==> config.mk <==
export PLATFORM = sky130hd
export DESIGN_NAME = spi_mux_target
export DESIGN_NICKNAME = d
export VERILOG_FILES = /design/src/rtl/smx_pkg.sv /design/src/rtl/smx_sync.sv /design/src/rtl/smx_frame_rx.sv /design/src/rtl/smx_cmd_ctrl.sv /design/src/rtl/smx_regbank.sv /design/src/rtl/smx_tx.sv /design/src/rtl/spi_mux_target.sv
export SDC_FILE = /design/constraint.sdc
export NUM_CORES = 1
export LEC_CHECK = 0
export ABC_AREA = 1
export BUFFER_PORTS_ARGS = -buffer_cell sky130_fd_sc_hd__buf_2
export CORE_UTILIZATION = 37
export CTS_CLUSTER_SIZE = 8
export DETAILED_ROUTE_END_ITERATION = 10
export PLACE_DENSITY_LB_ADDON = 0.25
export SKIP_CTS_REPAIR_TIMING = 1
export SLEW_MARGIN = 25
export SYNTH_ARGS = -nofsm -noshare
export SYNTH_HDL_FRONTEND = slang
export SYNTH_SLANG_ARGS = --single-unit
==> constraint.sdc <==
create_clock -name clk -period 1.6 [get_ports clk]
set_input_delay 0.32 -clock clk [delete_from_list [all_inputs] [get_ports clk]]
set_output_delay 0.32 -clock clk [all_outputs]
set_load 0.01 [all_outputs]
==> src/rtl/smx_pkg.sv <==
package smx_pkg;

   localparam int CMD_OFS_W = 4;
   localparam int CH_W      = 5;
   localparam int LANE_W    = 8;

   typedef enum logic [1:0] {
      RQ_NONE = 2'd0,
      RQ_REG  = 2'd1,
      RQ_ADC  = 2'd2
   } rq_kind_e;

   typedef struct packed {
      rq_kind_e          kind;
      logic [CH_W-1:0]   idx;
   } rq_t;

   typedef enum logic [1:0] {
      GRP_IN_LVL = 2'd0,
      GRP_IN_EN  = 2'd1,
      GRP_OUT_EN = 2'd2,
      GRP_OUT_LV = 2'd3
   } reg_grp_e;

endpackage

==> src/rtl/smx_sync.sv <==
module smx_sync #(
   parameter int          W       = 1,
   parameter int          STAGES  = 2,
   parameter logic [W-1:0] RST_VAL = '0
) (
   input  logic         clk,
   input  logic         rst_n,
   input  logic [W-1:0] d,
   output logic [W-1:0] q
);

   if (STAGES < 0) begin : g_bad_stages
      $error("smx_sync: STAGES must not be negative");
   end

   if (STAGES == 0) begin : g_bypass
      assign q = d;
   end else begin : g_chain
      logic [W-1:0] stg [STAGES];
      always_ff @(posedge clk or negedge rst_n) begin
         if (!rst_n) begin
            for (int i = 0; i < STAGES; i++) stg[i] <= RST_VAL;
         end else begin
            stg[0] <= d;
            for (int i = 1; i < STAGES; i++) stg[i] <= stg[i-1];
         end
      end
      assign q = stg[STAGES-1];
   end

endmodule

==> src/rtl/smx_frame_rx.sv <==
module smx_frame_rx #(
   parameter int FRAME_W = 16
) (
   input  logic               clk,
   input  logic               rst_n,
   input  logic               sclk_s,
   input  logic               cs_n_s,
   input  logic               mosi_s,
   output logic               sel_start,
   output logic               sel_end,
   output logic               bit_fall,
   output logic               frame_done,
   output logic [FRAME_W-1:0] frame_word
);

   localparam int CNT_W = $clog2(FRAME_W + 2);
   localparam logic [CNT_W-1:0] FULL_CNT = CNT_W'(FRAME_W);

   logic               sclk_d, cs_n_d;
   logic [CNT_W-1:0]   bit_cnt;
   logic [FRAME_W-1:0] rx_sh;
   logic               bit_rise;

   assign sel_start = cs_n_d & ~cs_n_s;
   assign sel_end   = ~cs_n_d & cs_n_s;
   assign bit_rise  = ~cs_n_s & ~sclk_d & sclk_s;
   assign bit_fall  = ~cs_n_s & sclk_d & ~sclk_s;

   always_ff @(posedge clk or negedge rst_n) begin
      if (!rst_n) begin
         sclk_d     <= 1'b0;
         cs_n_d     <= 1'b1;
         bit_cnt    <= '0;
         rx_sh      <= '0;
         frame_done <= 1'b0;
         frame_word <= '0;
      end else begin
         sclk_d     <= sclk_s;
         cs_n_d     <= cs_n_s;
         frame_done <= 1'b0;
         if (sel_start) begin
            bit_cnt <= '0;
         end else if (bit_rise) begin
            rx_sh <= {rx_sh[FRAME_W-2:0], mosi_s};
            if (bit_cnt != '1) bit_cnt <= bit_cnt + 1'b1;
         end
         if (sel_end && bit_cnt == FULL_CNT) begin
            frame_done <= 1'b1;
            frame_word <= rx_sh;
         end
      end
   end

endmodule

==> src/rtl/smx_cmd_ctrl.sv <==
module smx_cmd_ctrl
   import smx_pkg::*;
#(
   parameter int FRAME_W = 16
) (
   input  logic                  clk,
   input  logic                  rst_n,
   input  logic                  frame_done,
   input  logic [FRAME_W-1:0]    frame_word,
   output logic                  wr_en,
   output logic [CMD_OFS_W-1:0]  wr_ofs,
   output logic [LANE_W-1:0]     wr_data,
   output rq_t                   rq
);

   localparam int CMD_HI = FRAME_W - 1;

   logic              hdr_bad;
   logic              io_sel;
   logic              rd_bit;
   logic [CH_W-1:0]   chan;

   assign hdr_bad = frame_word[CMD_HI] | frame_word[CMD_HI-1];
   assign io_sel  = frame_word[CMD_HI-2];
   assign rd_bit  = frame_word[CMD_HI-3];
   assign chan    = frame_word[CMD_HI-3 -: CH_W];

   always_ff @(posedge clk or negedge rst_n) begin
      if (!rst_n) begin
         wr_en   <= 1'b0;
         wr_ofs  <= '0;
         wr_data <= '0;
         rq      <= '{kind: RQ_NONE, idx: '0};
      end else begin
         wr_en <= 1'b0;
         if (frame_done) begin
            if (rq.kind != RQ_NONE) begin
               rq.kind <= RQ_NONE;
            end else if (!hdr_bad) begin
               if (!io_sel) begin
                  rq <= '{kind: RQ_ADC, idx: chan};
               end else if (rd_bit) begin
                  rq <= '{kind: RQ_REG, idx: {1'b0, chan[CMD_OFS_W-1:0]}};
               end else begin
                  wr_en   <= 1'b1;
                  wr_ofs  <= chan[CMD_OFS_W-1:0];
                  wr_data <= frame_word[LANE_W-1:0];
               end
            end
         end
      end
   end

endmodule

==> src/rtl/smx_regbank.sv <==
module smx_regbank
   import smx_pkg::*;
#(
   parameter int NUM_PINS = 32
) (
   input  logic                 clk,
   input  logic                 rst_n,
   input  logic                 wr_en,
   input  logic [CMD_OFS_W-1:0] wr_ofs,
   input  logic [LANE_W-1:0]    wr_data,
   input  logic [CMD_OFS_W-1:0] rd_ofs,
   input  logic [NUM_PINS-1:0]  pin_lvl,
   output logic [LANE_W-1:0]    rd_data,
   output logic [NUM_PINS-1:0]  in_en,
   output logic [NUM_PINS-1:0]  out_en,
   output logic [NUM_PINS-1:0]  out_lv
);

   localparam int LANES = NUM_PINS / LANE_W;

   logic [NUM_PINS-1:0] in_vis;

   for (genvar L = 0; L < LANES; L++) begin : g_lane
      localparam logic [1:0] SEL = 2'(LANES - 1 - L);
      logic [LANE_W-1:0] in_en_q, out_en_q, out_lv_q;
      logic              hit;

      assign hit = wr_en && (wr_ofs[1:0] == SEL);

      always_ff @(posedge clk or negedge rst_n) begin
         if (!rst_n) begin
            in_en_q  <= '0;
            out_en_q <= '0;
            out_lv_q <= '0;
         end else if (hit) begin
            case (reg_grp_e'(wr_ofs[3:2]))
               GRP_IN_EN:  in_en_q  <= wr_data;
               GRP_OUT_EN: out_en_q <= wr_data;
               GRP_OUT_LV: out_lv_q <= wr_data;
               default:    ;
            endcase
         end
      end

      assign in_en [L*LANE_W +: LANE_W] = in_en_q;
      assign out_en[L*LANE_W +: LANE_W] = out_en_q;
      assign out_lv[L*LANE_W +: LANE_W] = out_lv_q;
   end

   assign in_vis = pin_lvl & in_en;

   always_comb begin
      logic [1:0] lane;
      lane = 2'(LANES - 1) - rd_ofs[1:0];
      case (reg_grp_e'(rd_ofs[3:2]))
         GRP_IN_LVL: rd_data = in_vis[lane*LANE_W +: LANE_W];
         GRP_IN_EN:  rd_data = in_en [lane*LANE_W +: LANE_W];
         GRP_OUT_EN: rd_data = out_en[lane*LANE_W +: LANE_W];
         default:    rd_data = out_lv[lane*LANE_W +: LANE_W];
      endcase
   end

endmodule

==> src/rtl/smx_tx.sv <==
module smx_tx #(
   parameter int FRAME_W = 16
) (
   input  logic               clk,
   input  logic               rst_n,
   input  logic               load,
   input  logic [FRAME_W-1:0] load_word,
   input  logic               shift,
   input  logic               clear,
   output logic               miso
);

   logic [FRAME_W-1:0] tx_sh;

   always_ff @(posedge clk or negedge rst_n) begin
      if (!rst_n) begin
         tx_sh <= '0;
      end else if (clear) begin
         tx_sh <= '0;
      end else if (load) begin
         tx_sh <= load_word;
      end else if (shift) begin
         tx_sh <= {tx_sh[FRAME_W-2:0], 1'b0};
      end
   end

   assign miso = tx_sh[FRAME_W-1];

endmodule

==> src/rtl/spi_mux_target.sv <==
module spi_mux_target
   import smx_pkg::*;
#(
   parameter int NUM_PINS    = 32,
   parameter int ADC_BITS    = 12,
   parameter int FRAME_W     = 16,
   parameter int SYNC_STAGES = 2
) (
   input  logic                         clk,
   input  logic                         rst_n,
   input  logic                         spi_sclk,
   input  logic                         spi_cs_n,
   input  logic                         spi_mosi,
   output logic                         spi_miso,
   input  logic [NUM_PINS*ADC_BITS-1:0] adc_result,
   input  logic [NUM_PINS-1:0]          pin_in,
   output logic [NUM_PINS-1:0]          pin_out,
   output logic [NUM_PINS-1:0]          pin_oe
);

   localparam int FLAG_POS = FRAME_W - 2;

   if (NUM_PINS != (1 << CH_W)) begin : g_bad_pins
      $error("spi_mux_target: NUM_PINS must match the 5-bit channel field");
   end
   if (FRAME_W != 16) begin : g_bad_frame
      $error("spi_mux_target: command layout needs 16-bit frames");
   end
   if (ADC_BITS > FRAME_W - 4) begin : g_bad_adc
      $error("spi_mux_target: result too wide for the answer frame");
   end

   logic                       sclk_s, cs_n_s, mosi_s;
   logic [NUM_PINS-1:0]        pin_lvl;
   logic                       sel_start, sel_end, bit_fall;
   logic                       frame_done;
   logic [FRAME_W-1:0]         frame_word;
   logic                       wr_en;
   logic [CMD_OFS_W-1:0]       wr_ofs;
   logic [LANE_W-1:0]          wr_data;
   rq_t                        rq;
   logic                       rq_busy;
   logic [LANE_W-1:0]          rd_data;
   logic [NUM_PINS-1:0]        in_en, out_en, out_lv;
   logic [ADC_BITS-1:0]        adc_arr [NUM_PINS];
   logic                       chan_flag;
   logic [FRAME_W-1:0]         rsp_word;

   smx_sync #(.W(3), .STAGES(SYNC_STAGES), .RST_VAL(3'b010)) u_ser_sync (
      .clk   (clk),
      .rst_n (rst_n),
      .d     ({spi_sclk, spi_cs_n, spi_mosi}),
      .q     ({sclk_s, cs_n_s, mosi_s})
   );

   smx_sync #(.W(NUM_PINS), .STAGES(SYNC_STAGES), .RST_VAL('0)) u_pin_sync (
      .clk   (clk),
      .rst_n (rst_n),
      .d     (pin_in),
      .q     (pin_lvl)
   );

   smx_frame_rx #(.FRAME_W(FRAME_W)) u_rx (
      .clk        (clk),
      .rst_n      (rst_n),
      .sclk_s     (sclk_s),
      .cs_n_s     (cs_n_s),
      .mosi_s     (mosi_s),
      .sel_start  (sel_start),
      .sel_end    (sel_end),
      .bit_fall   (bit_fall),
      .frame_done (frame_done),
      .frame_word (frame_word)
   );

   smx_cmd_ctrl #(.FRAME_W(FRAME_W)) u_ctrl (
      .clk        (clk),
      .rst_n      (rst_n),
      .frame_done (frame_done),
      .frame_word (frame_word),
      .wr_en      (wr_en),
      .wr_ofs     (wr_ofs),
      .wr_data    (wr_data),
      .rq         (rq)
   );

   smx_regbank #(.NUM_PINS(NUM_PINS)) u_regs (
      .clk     (clk),
      .rst_n   (rst_n),
      .wr_en   (wr_en),
      .wr_ofs  (wr_ofs),
      .wr_data (wr_data),
      .rd_ofs  (rq.idx[CMD_OFS_W-1:0]),
      .pin_lvl (pin_lvl),
      .rd_data (rd_data),
      .in_en   (in_en),
      .out_en  (out_en),
      .out_lv  (out_lv)
   );

   for (genvar c = 0; c < NUM_PINS; c++) begin : g_adc
      assign adc_arr[c] = adc_result[c*ADC_BITS +: ADC_BITS];
   end

   assign rq_busy   = (rq.kind != RQ_NONE);
   assign chan_flag = in_en[rq.idx] | out_en[rq.idx];

   always_comb begin
      rsp_word = '0;
      case (rq.kind)
         RQ_REG: rsp_word[LANE_W-1:0] = rd_data;
         RQ_ADC: begin
            rsp_word[FLAG_POS]       = chan_flag;
            rsp_word[ADC_BITS-1:0]   = adc_arr[rq.idx];
         end
         default: ;
      endcase
   end

   smx_tx #(.FRAME_W(FRAME_W)) u_tx (
      .clk       (clk),
      .rst_n     (rst_n),
      .load      (sel_start),
      .load_word (rsp_word),
      .shift     (bit_fall),
      .clear     (sel_end),
      .miso      (spi_miso)
   );

   assign pin_out = out_lv;
   assign pin_oe  = out_en;

endmodule

==> summary.txt <==
Outcome
  • Outcome: complete, but fails checks
  • Violations in the final reports: negative setup slack

Timing
  • Least-Margin Pin Slew: 0.608 ns
  • Period Utilization, post-route: 1.24
  • Final worst slack: -0.384 ns
  • Slew Limit Headroom: 0.594
  • Final Skew: 0.0145 ns
  • Fin. Hold Viols: 0
  • Max Clk Rate: 504 MHz
  • Final setup violation count: 28
  • Period minus WS final: 1.98 ns
  • RSZ-0062 raised after global routing: true
  • Final Slew Violations: 0

Setup path
  • Worst setup path class: flip-flop to flip-flop
  • CP Data Required Time: 2.00 ns
  • Reg2Reg Depth: 13
  • Worst setup EP type: flip-flop
  • CP Max Fanout: 18
  • Reg2reg start: u_ctrl.rq[0]$_DFFE_PN0P_
  • R2R Path End: u_tx.tx_sh[14]$_DFFE_PN0P_
  • Critical Path Start Type: flip-flop
  • R2R Setup Slk: -0.38 ns
  • Worst Path Arrival: 2.38 ns

GRT
  • GRT Util Overall: 0.282
  • GRT overflow: 0
  • Pin count of the biggest net entering global routing: 64
  • Initial antenna violation count: 16
  • Vias in the first global route: 15200
  • Global-route wire length before repair: 84400 um

Cells and area
  • Nets: 3100
  • Fillers: 3685
  • Utilization of the core after routing: 0.555
  • Fraction of layout cells with a size suffix above 1: 0.323
  • Fin cells: 3210
  • Area grow syn2layout: 47.7%

Power and ir drop
  • Peak VDD IR: 0.000979 V
  • Leak Pwr: 10.7 nW
  • Power per Cell Area: 738 nW/um^2

Detailed routing
  • Vias: 16700
  • Post-DRT Antenna Nets: 0
  • Wire per inst: 19.1 um
  • Starting DRT DRC Count: 1488
  • DRT Pass-1 Iters: 6
  • Final WL: 61300 um
  • Drt via density: 5.19
  • Drt drc: 0

Clock network
  • Clock sink count: 242
  • H-Tree Depth: 2
  • Clk slew on worst S/H paths: 0.05 ns
  • Inserted Clock Buffers: 36
  • Clk Tree Root Cell: clkbuf_16
  • CTS Buffer Depth: 3
  • CTS tree: yes
  • Worst-skew pair later-pin latency: 0.50 ns

Logic synthesis
  • Leading area contributor after synthesis: dfrtp_1
  • Most used DFF post-synth: dfrtp_1
  • FF+latch count, synth: 242
  • Yosys top cell area share: 0.424
  • Post-synth top cells: nand2_1 (691), o21ai_0 (289), dfrtp_1 (239)
  • Top-count cell post-synth: nand2_1
  • Post-synthesis sequential area ratio: 0.430
  • Synth Area per Inst: 6.86 um^2
  • Asr flop ratio synth: 1.00
  • Mapped cell area: 14100 um^2
  • Yosys cell types: 34
  • Post-synth EDFFs: 0
  • Post-synthesis cell count: 2056
  • Synth warn: 0
  • Synth area leaders: dfrtp_1 (42%), nand2_1 (18%), o21ai_0 (10%)
  • Syn_nets: 2483

Placed design
  • GP Congestion: 0.982
  • Setup slack at placement: -0.448 ns
  • Hpwl dp: 43900 um
  • Inst Count DP: 3066
  • IO buf count: 485

Floorplan
  • Core footprint: 37600 um^2
  • Die Y-Extent: 197 um
  • DIE WIDTH: 197 um
  • Die ar.: 38900 um^2
  • Row count: 71
  • IO Pins: 486
  • Starting density of the core: 0.375

Job
  • Max Cap Viol: 0

Hold path
  • Min-delay src: u_pin_sync.g_chain.stg[43]$_DFF_PN0_
  • Hold endpoint: u_pin_sync.q[11]$_DFF_PN0_
  • Hold path cells: 0
  • Hold WC Path Type: flip-flop to flip-flop
## power breakdown
part	leakage (nW)	internal (mW)	switching, mW
registers	3.19	6.39	0.159
clock network	0.506	4.45	2.60
logic	6.98	0.853	0.922
## critical path, stage by stage (launching register included)
cell and delay [ns]:
dfrtp_4 0.51, buf_6 0.16, buf_6 0.15, or2_1 0.24
o211ai_1 0.10, nand2_1 0.11, nand2_1 0.07, nand2_1 0.05
nor2_1 0.13, nand2_2 0.09, nand3_1 0.10, nand2_1 0.06
nand2_1 0.05, nand2_1 0.04
## layer usage
metal	wire length [um]	GRT usage	vias to the layer above
met3	4610	0.0420	161
met2	29200	0.464	799
met4	2870	0.148	2
met5	12	0	-
li1	-	-	7865
met1	24600	0.359	7848
## layout by cell type (no fill, tap or decap), types with 5 or more instances in the layout
cell | Yosys | final
nand4_1 | 13 | 13
diode_2 | 0 | 15
nor2_1 | 194 | 164
o21ai_1 | 18 | 64
inv_2 | 4 | 8
nor2_4 | 2 | 12
o211ai_1 | 37 | 37
buf_2 | 61 | 484
clkbuf_1 | 44 | 8
dfrtp_1 | 239 | 237
a21oi_2 | 0 | 17
buf_12 | 0 | 36
o21ai_0 | 289 | 235
buf_8 | 0 | 6
o21ai_2 | 0 | 8
nand2_1 | 691 | 651
o22ai_1 | 25 | 25
nand3_1 | 142 | 121
a21oi_1 | 62 | 45
dlygate4sd3_1 | 0 | 36
nor2_2 | 0 | 20
clkbuf_16 | 0 | 58
inv_1 | 169 | 163
nand3_2 | 0 | 21
buf_4 | 19 | 112
nand2_4 | 0 | 7
nor3_1 | 6 | 5
buf_6 | 8 | 16
nand2_2 | 1 | 34
## cell families after synthesis
logic type                 Yosys count  share of synthesized area
adders and majority gates            6                    0.00532
DFF                                242                      0.430
and+or+nand+nor                   1062                      0.303
buffers and inverters              311                     0.0977
AOI/OAI and AO/OA                  435                      0.164
## final cells by class
| cell class | count | area, um^2 | area share |
|---|---|---|---|
| Sequential cell | 242 | 6070 | 0.291 |
| Clock inverter | 2 | 46.3 | 0.00222 |
| Inverter | 175 | 677 | 0.0325 |
| Clock buffer | 47 | 995 | 0.0477 |
| Timing Repair inverter | 2 | 27.5 | 0.00132 |
| Tap cell | 511 | 639 | 0.0307 |
| Multi-Input combinational cell | 1503 | 7150 | 0.343 |
| Antenna cell | 15 | 37.5 | 0.00180 |
| Timing Repair Buffer | 713 | 5200 | 0.249 |
## sequential cells by signal, summed over array words and instances (netlist names), 3 cells and up
signal / count
u_rx.rx_sh: 16
u_rx.bit_cnt: 5
u_pin_sync.q: 32
u_rx.frame_word: 16
u_ser_sync.g_chain.stg: 3
u_regs.g_lane.out_en_q: 32
u_ctrl.rq: 7
u_regs.g_lane.in_en_q: 32
u_ser_sync.q: 3
u_regs.g_lane.out_lv_q: 32
u_ctrl.wr_ofs: 4
u_ctrl.wr_data: 8
u_tx.tx_sh: 16
u_pin_sync.g_chain.stg: 32
## per-stage QoR
step / TNS [ns] / hold WS [ns] / area (um^2) / power, mW
floorplan: 0 / 0.0244 / 14100 / 7.18
global placement: -5.69 / 0.272 / 18000 / 8.15
detailed placement: -6.48 / 0.273 / 18000 / 8.17
CTS: -6.69 / -0.253 / 19100 / 15.2
global route: -8.50 / 0.351 / 20800 / 16.0
finish: -5.65 / 0.341 / 20800 / 15.4
## how the worst max path moves through the flow
| stage | start | end | slack [ns] | cells after the start |
|---|---|---|---|---|
| after floorplan | u_ser_sync.q[1]$_DFF_PN1_ | u_rx.frame_word[12]$_DFFE_PN0P_ | 0.005 | 9 |
| after global routing | u_ctrl.rq[0]$_DFFE_PN0P_ | u_tx.tx_sh[8]$_DFFE_PN0P_ | -0.48 | 13 |
| after CTS | u_ctrl.rq[0]$_DFFE_PN0P_ | u_tx.tx_sh[0]$_DFFE_PN0P_ | -0.47 | 13 |
| final | u_ctrl.rq[0]$_DFFE_PN0P_ | u_tx.tx_sh[14]$_DFFE_PN0P_ | -0.38 | 13 |
| after detailed placement | u_ctrl.rq[0]$_DFFE_PN0P_ | u_tx.tx_sh[0]$_DFFE_PN0P_ | -0.45 | 13 |
| after global placement | u_ctrl.rq[0]$_DFFE_PN0P_ | u_tx.tx_sh[0]$_DFFE_PN0P_ | -0.46 | 13 |
(Power assumes the default switching activity.)
